==> src/rtl/dpt_pkg.sv <==
package dpt_pkg;
  // Strobes from the control to the counter datapath
  typedef struct packed {
    logic decEn;   // decrement on this edge
    logic loadEn;  // load reload-minus-one on this edge
  } dpCtl_t;
endpackage

==> src/rtl/dpt_edge.sv <==
module dpt_edge (
  input  logic clk,
  input  logic rstN,
  input  logic pinIn,
  output logic riseOut
);
  logic prevQ;

  always_ff @(posedge clk) begin
    if (!rstN) prevQ <= 1'b0;
    else       prevQ <= pinIn;
  end

  assign riseOut = pinIn && !prevQ;
endmodule

==> src/rtl/dpt_datapath.sv <==
module dpt_datapath
  import dpt_pkg::*;
#(
  parameter int CNT_W = 16
) (
  input  logic             clk,
  input  logic             rstN,
  input  dpCtl_t           ctl,
  input  logic             wrCnt,
  input  logic             wrRld,
  input  logic [CNT_W-1:0] wrData,
  output logic [CNT_W-1:0] cntQ,
  output logic             cntZero
);
  localparam logic [CNT_W-1:0] ONE = CNT_W'(1);

  logic [CNT_W-1:0] rldQ;
  logic [CNT_W-1:0] cntNext;

  always_comb begin
    cntNext = cntQ;
    if (wrCnt)           cntNext = wrData;
    else if (ctl.loadEn) cntNext = rldQ - ONE;
    else if (ctl.decEn)  cntNext = cntQ - ONE;
  end

  always_ff @(posedge clk) begin
    if (!rstN) begin
      cntQ <= '0;
      rldQ <= '0;
    end else begin
      cntQ <= cntNext;
      if (wrRld) rldQ <= wrData;
    end
  end

  assign cntZero = (cntQ == '0);


  cnt_write_chk: assert property (@(posedge clk) disable iff (!rstN)
    wrCnt |=> cntQ == $past(wrData));

  cnt_hold_chk: assert property (@(posedge clk) disable iff (!rstN)
    (!wrCnt && !ctl.decEn && !ctl.loadEn) |=> $stable(cntQ));

  reload_load_chk: assert property (@(posedge clk) disable iff (!rstN)
    (ctl.loadEn && !wrCnt && !wrRld) |=> cntQ == $past(rldQ) - ONE);
endmodule

==> src/rtl/dpt_ctrl.sv <==
module dpt_ctrl
  import dpt_pkg::*;
(
  input  logic   clk,
  input  logic   rstN,
  input  logic   cntTick,
  input  logic   cntZero,
  input  logic   swEnWr,
  input  logic   swEnVal,
  input  logic   swAllow,
  input  logic   extRise,
  input  logic   extAllow,
  output dpCtl_t ctl,
  output logic   pulseQ,
  output logic   reqQ
);
  logic running, inWidth, loadPend;
  logic tickRun, uf, uf1, uf2;
  logic swOn, swOff, extOn;
  logic runNext, widthNext, pendNext;

  assign tickRun = running && cntTick;
  assign uf      = tickRun && !loadPend && cntZero;
  assign uf1     = uf && !inWidth;
  assign uf2     = uf && inWidth;
  assign swOn    = swEnWr && swAllow && swEnVal;
  assign swOff   = swEnWr && swAllow && !swEnVal;
  assign extOn   = extRise && extAllow;

  // Collision priority: disable > software start > stop > external start
  always_comb begin
    if (swOff)      runNext = 1'b0;
    else if (swOn)  runNext = 1'b1;
    else if (uf2)   runNext = 1'b0;
    else if (extOn) runNext = 1'b1;
    else            runNext = running;

    if (swOff || uf2) widthNext = 1'b0;
    else if (uf1)     widthNext = 1'b1;
    else              widthNext = inWidth;

    if (swOff)        pendNext = 1'b0;
    else if (uf1)     pendNext = 1'b1;
    else if (tickRun) pendNext = 1'b0;
    else              pendNext = loadPend;
  end

  always_ff @(posedge clk) begin
    if (!rstN) begin
      running  <= 1'b0;
      inWidth  <= 1'b0;
      loadPend <= 1'b0;
      pulseQ   <= 1'b0;
      reqQ     <= 1'b0;
    end else begin
      running  <= runNext;
      inWidth  <= widthNext;
      loadPend <= pendNext;
      reqQ     <= uf;
      if (uf) pulseQ <= !pulseQ;
    end
  end

  assign ctl.decEn  = tickRun && !loadPend;
  assign ctl.loadEn = tickRun && loadPend;


  toggle_has_req_chk: assert property (@(posedge clk) disable iff (!rstN)
    (pulseQ != $past(pulseQ)) |-> reqQ);

  req_has_toggle_chk: assert property (@(posedge clk) disable iff (!rstN)
    reqQ |-> (pulseQ != $past(pulseQ)));

  stop_wins_chk: assert property (@(posedge clk) disable iff (!rstN)
    (uf2 && extOn && !swOn) |=> !running);

  sw_wins_chk: assert property (@(posedge clk) disable iff (!rstN)
    (uf2 && swOn) |=> running);

  disable_wins_chk: assert property (@(posedge clk) disable iff (!rstN)
    (swOff && extOn) |=> !running);
endmodule

==> src/rtl/delay_pulse_timer.sv <==
module delay_pulse_timer
  import dpt_pkg::*;
#(
  parameter int CNT_W = 16
) (
  input  logic             clk,
  input  logic             rstN,
  input  logic             cntTick,
  input  logic             wrCnt,
  input  logic             wrRld,
  input  logic [CNT_W-1:0] wrData,
  input  logic             swEnWr,
  input  logic             swEnVal,
  input  logic             swAllow,
  input  logic             extEnIn,
  input  logic             extAllow,
  output logic [CNT_W-1:0] cntValue,
  output logic             pulseOut,
  output logic             irqReq,
  output logic             dmaReq
);
  dpCtl_t ctl;
  logic   cntZero, extRise, reqQ;

  dpt_edge u_edge (
    .clk(clk), .rstN(rstN), .pinIn(extEnIn), .riseOut(extRise)
  );

  dpt_ctrl u_ctrl (
    .clk(clk), .rstN(rstN), .cntTick(cntTick), .cntZero(cntZero),
    .swEnWr(swEnWr), .swEnVal(swEnVal), .swAllow(swAllow),
    .extRise(extRise), .extAllow(extAllow),
    .ctl(ctl), .pulseQ(pulseOut), .reqQ(reqQ)
  );

  dpt_datapath #(.CNT_W(CNT_W)) u_dp (
    .clk(clk), .rstN(rstN), .ctl(ctl), .wrCnt(wrCnt), .wrRld(wrRld),
    .wrData(wrData), .cntQ(cntValue), .cntZero(cntZero)
  );

  assign irqReq = reqQ;
  assign dmaReq = reqQ;
endmodule

==> config.mk <==
export PLATFORM = sky130hd
export DESIGN_NAME = delay_pulse_timer
export DESIGN_NICKNAME = d
export VERILOG_FILES = /design/src/rtl/dpt_pkg.sv /design/src/rtl/dpt_edge.sv /design/src/rtl/dpt_datapath.sv /design/src/rtl/dpt_ctrl.sv /design/src/rtl/delay_pulse_timer.sv
export SDC_FILE = /design/constraint.sdc
export NUM_CORES = 1
export LEC_CHECK = 0
export BUFFER_PORTS_ARGS = -buffer_cell sky130_fd_sc_hd__buf_2
export CAP_MARGIN = 10
export CORE_MARGIN = 4
export CORE_UTILIZATION = 44
export DETAILED_ROUTE_END_ITERATION = 6
export PLACE_DENSITY = 0.72
export SLEW_MARGIN = 40
export SYNTH_ARGS = -nofsm -noshare
export SYNTH_HDL_FRONTEND = slang
export SYNTH_SLANG_ARGS = --single-unit
==> constraint.sdc <==
create_clock -name clk -period 5.2 [get_ports clk]
set_clock_uncertainty 0.05 [all_clocks]
set_input_delay 0.52 -clock clk [delete_from_list [all_inputs] [get_ports clk]]
set_output_delay 0.52 -clock clk [all_outputs]
set_load 0.02 [all_outputs]
# Word level (Yosys, flattened, before mapping)
# Index checks and enable logic that the tools add are counted.
[word_totals]
reg_bits = 38
out_inout_bits = 19
input_bits = 26
wordCells = 42
[classes]
bitwise_logic = 1
n_reduce_logical = 23
addsub = 2
mux = 8
[ops]
columns = ["op", "n"]
rows = [
  ["$mux 16", 3],
  ["$sub 16x1->16 const B", 2],
  ["$logic_not 16->1", 1],
  ["$logic_and 1x1->1", 11],
  ["$reduce_bool 3->1", 2],
  ["$logic_not 1->1", 5],
  ["$mux 1", 5],
  ["$reduce_or 2->1", 2],
  ["$reduce_bool 2->1", 1],
  ["$logic_or 1x1->1", 1],
  ["$not 1->1", 1],
]

# Longest topological paths before layout
[logic_depth]
word_depth = 6
ltp_mapped = 9
ltp_nobuf = 8

# Modules after synthesis
# Synthesis repeated with hierarchy kept, for this count alone.
[hier_totals]
hier_cells = 266
hier_area_um2 = 2220.9
[modules_own_cells]
columns = ["module", "instances", "cells_each", "area_per_inst_um2", "seq_area_each_um2"]
rows = [
  ["dpt_datapath", 1, 240, 1956.9, 640.6],
  ["dpt_ctrl", 1, 22, 216.5, 100.1],
  ["dpt_edge", 1, 3, 40.0, 20.0],
  ["delay_pulse_timer", 1, 1, 7.5, 0.0],
]

# Least setup slack after synthesis
# OpenSTA, ideal clock, no wires.
[synth_path]
kind = "input -> register"
from = "input port cntTick"
to = "register u_dp.cntQ[4]"
path_slack_ps = 2886
setup_time_ps = 122
path_buffers = 1
arrival_ps = 2142
required_time_ps = 5028
stages = 9
cell_sequence = "nand3_1 mux2i_1 ha_1 clkbuf_1 inv_1 or3_1 xnor2_1 o211ai_1 a21oi_1"
[synth_between]
elab_chain_cells = 4
elab_cells_between_ends = 6
classes_between = "mux (2); reduce/logical (4)"
[synth_rtl]
columns = ["element", "line", "rtl"]
rows = [
  ["from (decl)", "delay_pulse_timer.sv:8", "input logic cntTick,"],
  ["$logic_and 1x1->1 (*)", "dpt_ctrl.sv:22", "assign tickRun = running && cntTick;"],
  ["$logic_and 1x1->1", "dpt_ctrl.sv:65", "assign ctl.loadEn = tickRun && loadPend;"],
  ["$mux 16", "dpt_datapath.sv:23", "else if (ctl.loadEn) cntNext = rldQ - ONE;"],
  ["$mux 16", "dpt_datapath.sv:22", "if (wrCnt) cntNext = wrData;"],
  ["to (signal assigned)", "dpt_datapath.sv:32", "cntQ <= cntNext;"],
  ["to (decl)", "dpt_datapath.sv:12", "output logic [CNT_W-1:0] cntQ,"],
]
# Mark *: on every way between the ends. The rest lies on a longest branch, timed or not.
# A chain may end at the register's enable or synchronous reset.

# Worst setup path after layout
[layout_path]
from = "register u_ctrl.loadPend"
to = "register u_dp.cntQ[4]"
[layout_between]
elab_chain_cells = 3
elab_cells_between_ends = 6
classes_between = "mux (2); reduce/logical (4)"
[layout_rtl]
columns = ["element", "line", "rtl"]
rows = [
  ["from (decl)", "dpt_ctrl.sv:17", "logic running, inWidth, loadPend;"],
  ["from (signal assigned)", "dpt_ctrl.sv:58", "loadPend <= pendNext;"],
  ["$logic_and 1x1->1 / $logic_not 1->1 (equally long branches)", "dpt_ctrl.sv:65, dpt_ctrl.sv:64", ""],
  ["$mux 16 / $logic_and 1x1->1 (equally long branches)", "dpt_datapath.sv:23, dpt_ctrl.sv:64", ""],
  ["$mux 16 / $reduce_bool 3->1 (equally long branches)", "--", ""],
]
# Several ways; a longest one is shown, not always the timed one.

==> metrics <==
Slew Viols, Final=0; initial core utilization=46.0%; core area=about 4800 um^2; DR iter-0 viols=roughly 170; Worst EP required=5.33 ns; Synth Warn #=0; largest stage delay on the critical path=~0.66 ns; hold_buf cts=0; RSZ-0062 raised after global routing=false; Global Route Usage Sum=19.6%; Post-synth ARST share=0%; pre-CTS WS=about 2.5 ns; Die X=just under 80 um; CTS tree=built; mean routed wirelength per cell=between 15 and 20 um; crit path max-delay cell type=dfxtp_1; Final period util=around 53%; H-tree Lvls=2; CTS root buffer=clkbuf_8; r2r setup slk=2.46 ns; pwr/cell area=approximately 270 nW/um^2; drt drc=0; EDFF count, synth=0; clk_lat worst skew=0.29 ns; GR Overflow Total=0; antenna violations before repair=0; Final Cell Area=around 2500 um^2; die area=6200 um^2; crit path max fanout=15; via/cell ratio=approximately 5.7; Final setup viols=0; Cell Area, Placed=approximately 2400 um^2; IO Pins=between 40 and 50; Hold Vio Cnt, Final=0; Die H=around 79 um; dpl cells=~350; post-synth top area share=about a third; layout cells sized above 1=21.2%; Synth Flop Type=dfxtp_1; Synth area leader=dfxtp_1; DRT Wirelength=between 5000 and 6000 um; net count reported at finish=approximately 320; first-pass GRT wire length=roughly 10000 um; Gate Count Post-Synth=257; Ant. Diodes=0; CTS-repair resized insts=0; status=completed; Post-CTS Setup Repair Bufs=0; dpl hpwl=slightly above 4000 um; Hold Crit Class=in2reg; Synth Register Bits=38; Final Non-Filler Cells=approximately 360; sequential fraction of the synthesis area=34.6%; TNS Setup=0 ns; Worst Tran Pin Value=roughly 0.80 ns; pin count of the biggest net entering global routing=31; critical-path cell list=nand3_1 -> mux2i_1 -> ha_1 -> inv_1 -> or3_1 -> xnor2_1 -> o211ai_1 -> a21oi_1; total CTS buffers=5; Longest Clk Path Bufs=2; total power=0.675 mW; GPL Wtd Cong=a little under 0.9; top cells by area, synth=dfxtp_1 35%, mux2i_1 14%, nor2_1 5.8%; vias=2057; Tmin final=approximately 2.7 ns; headroom to the max-slew limit=46.8%; worst setup slack after layout=~2.5 ns; Lkg Pwr=1.04 nW; Cell Rows=25; clock-pin slew on the worst setup and hold paths=roughly 0.07 ns; number of global-route vias before repair=1971; area grow syn2layout=14.2%; Worst VDD drop=164 uV; highest clock rate=0.364 GHz; syn avg cell area=between 8 and 9 um^2; # clock sinks=38; post-route ant nets=0; crit end category=flip-flop; Finished Core Util=between 50% and 60%; PortBufs=44; CP arrival=about 2.9 ns; net count after synthesis=between 200 and 300; Critical Path Source Type=flip-flop; worst hold margin=slightly below 0.4 ns; Netlist Area Pre-Place=around 2200 um^2; DRT Pass-1 Iters=5; Setup CP Type=reg2reg; Max Cap Violations=0; Yosys cell types=49
[cells by family (layout without fill, tap and decap cells)]
| kind of cell | count (synthesis) | in the layout | synth area share (%) |
|---|---|---|---|
| adders and majority gates | 1 | 1 | 0.568 |
| xor gates and xnor gates | 13 | 13 | 5.17 |
| muxes | 30 | 30 | 13.6 |
| buffers and inverters | 20 | 55 | 3.75 |
| AOI/OAI and AO/OA | 52 | 52 | 15.0 |
| DFF | 38 | 38 | 34.6 |
| and+or+nand+nor | 103 | 103 | 27.3 |
[critical path, delay by kind of cell, from the launching register on]
| family | cells | cell delay, ns |
|---|---|---|
| buffers and inverters | 1 | 0.09 |
| and+or+nand+nor | 2 | 0.78 |
| AOI/OAI and AO/OA | 2 | 0.24 |
| xor gates and xnor gates | 1 | 0.13 |
| DFF | 1 | 0.66 |
| adders and majority gates | 1 | 0.39 |
| muxes | 1 | 0.27 |
[metal layers]
layer	GRT usage (%)	wire length [um]
met5	0	0
met4	7.17	81
met3	3.63	373
met2	30.7	2730
met1	26.8	2610
[synthesized netlist by cell type, drive strengths merged (3+ instances only)]
library cell and count:
nor4b 3, a21oi 20, o221ai 5, xnor2 12
nor4 6, nand2 12, o22ai 9, mux2i 30
buf 5, nor3 14, clkbuf 11, nand3 4
o21ai 7, and3 11, dfxtp 38, or4 5
or3 4, nor2 34, inv 4
[flip-flops by register name, summed over array words and instances, names as in the netlist]
name and flops:
u_dp.cntQ 16, u_dp.rldQ 16, u_ctrl.inWidth 1, u_ctrl.loadPend 1, u_ctrl.pulseQ 1, u_ctrl.reqQ 1, u_ctrl.running 1, u_edge.prevQ 1
[placed cells by master (no fill, tap or decap), types with 2 or more instances in the layout]
cell type,netlist,final
a21oi_1,20,20
clkbuf_8,0,5
or4_1,3,3
nand2b_1,2,2
inv_1,4,3
nor2_1,34,34
or2_2,2,2
or3_1,3,3
and2_1,2,2
o211ai_1,2,2
nor4_4,2,2
xnor2_1,12,12
or4_4,2,2
nor3_1,12,12
dfxtp_1,38,38
and3_1,11,11
nand3_1,4,4
o221ai_1,4,4
o22ai_1,9,9
o21ai_0,4,4
nor4b_1,2,2
mux2i_1,30,30
buf_2,3,44
nand2_1,12,12
o21ai_1,3,3
clkbuf_1,11,2
nor4_1,3,3
[power by group]
group	leakage, nW	total (mW)	internal (mW)	switching, mW
clock	0.0383	0.193	0.0923	0.101
combinational	0.692	0.151	0.0648	0.0857
sequential	0.313	0.332	0.308	0.0235
total	1.04	0.675	0.466	0.210
[area by class of cell]
| class | count | area (um^2) |
|---|---|---|
| inverter | 4 | 15.0 |
| timing repair buffer | 44 | 220 |
| fill | 481 | 2270 |
| tap | 67 | 83.8 |
| clock buffer | 7 | 76.3 |
| multi-input combinational | 199 | 1360 |
| sequential | 38 | 761 |
[worst paths after layout]
path              cells after the start                    startpoint                    endpoint
setup reg to reg                      8  u_ctrl.loadPend$_SDFFE_PP0P_   u_dp.cntQ[4]$_SDFFE_PN0P_
hold reg to reg                       2    u_dp.rldQ[14]$_SDFFE_PN0P_  u_dp.rldQ[14]$_SDFFE_PN0P_
hold / removal                        2                       extEnIn     u_edge.prevQ$_SDFF_PN0_
setup / recovery                      8  u_ctrl.loadPend$_SDFFE_PP0P_   u_dp.cntQ[4]$_SDFFE_PN0P_
Power figures use the tool's default switching activity.
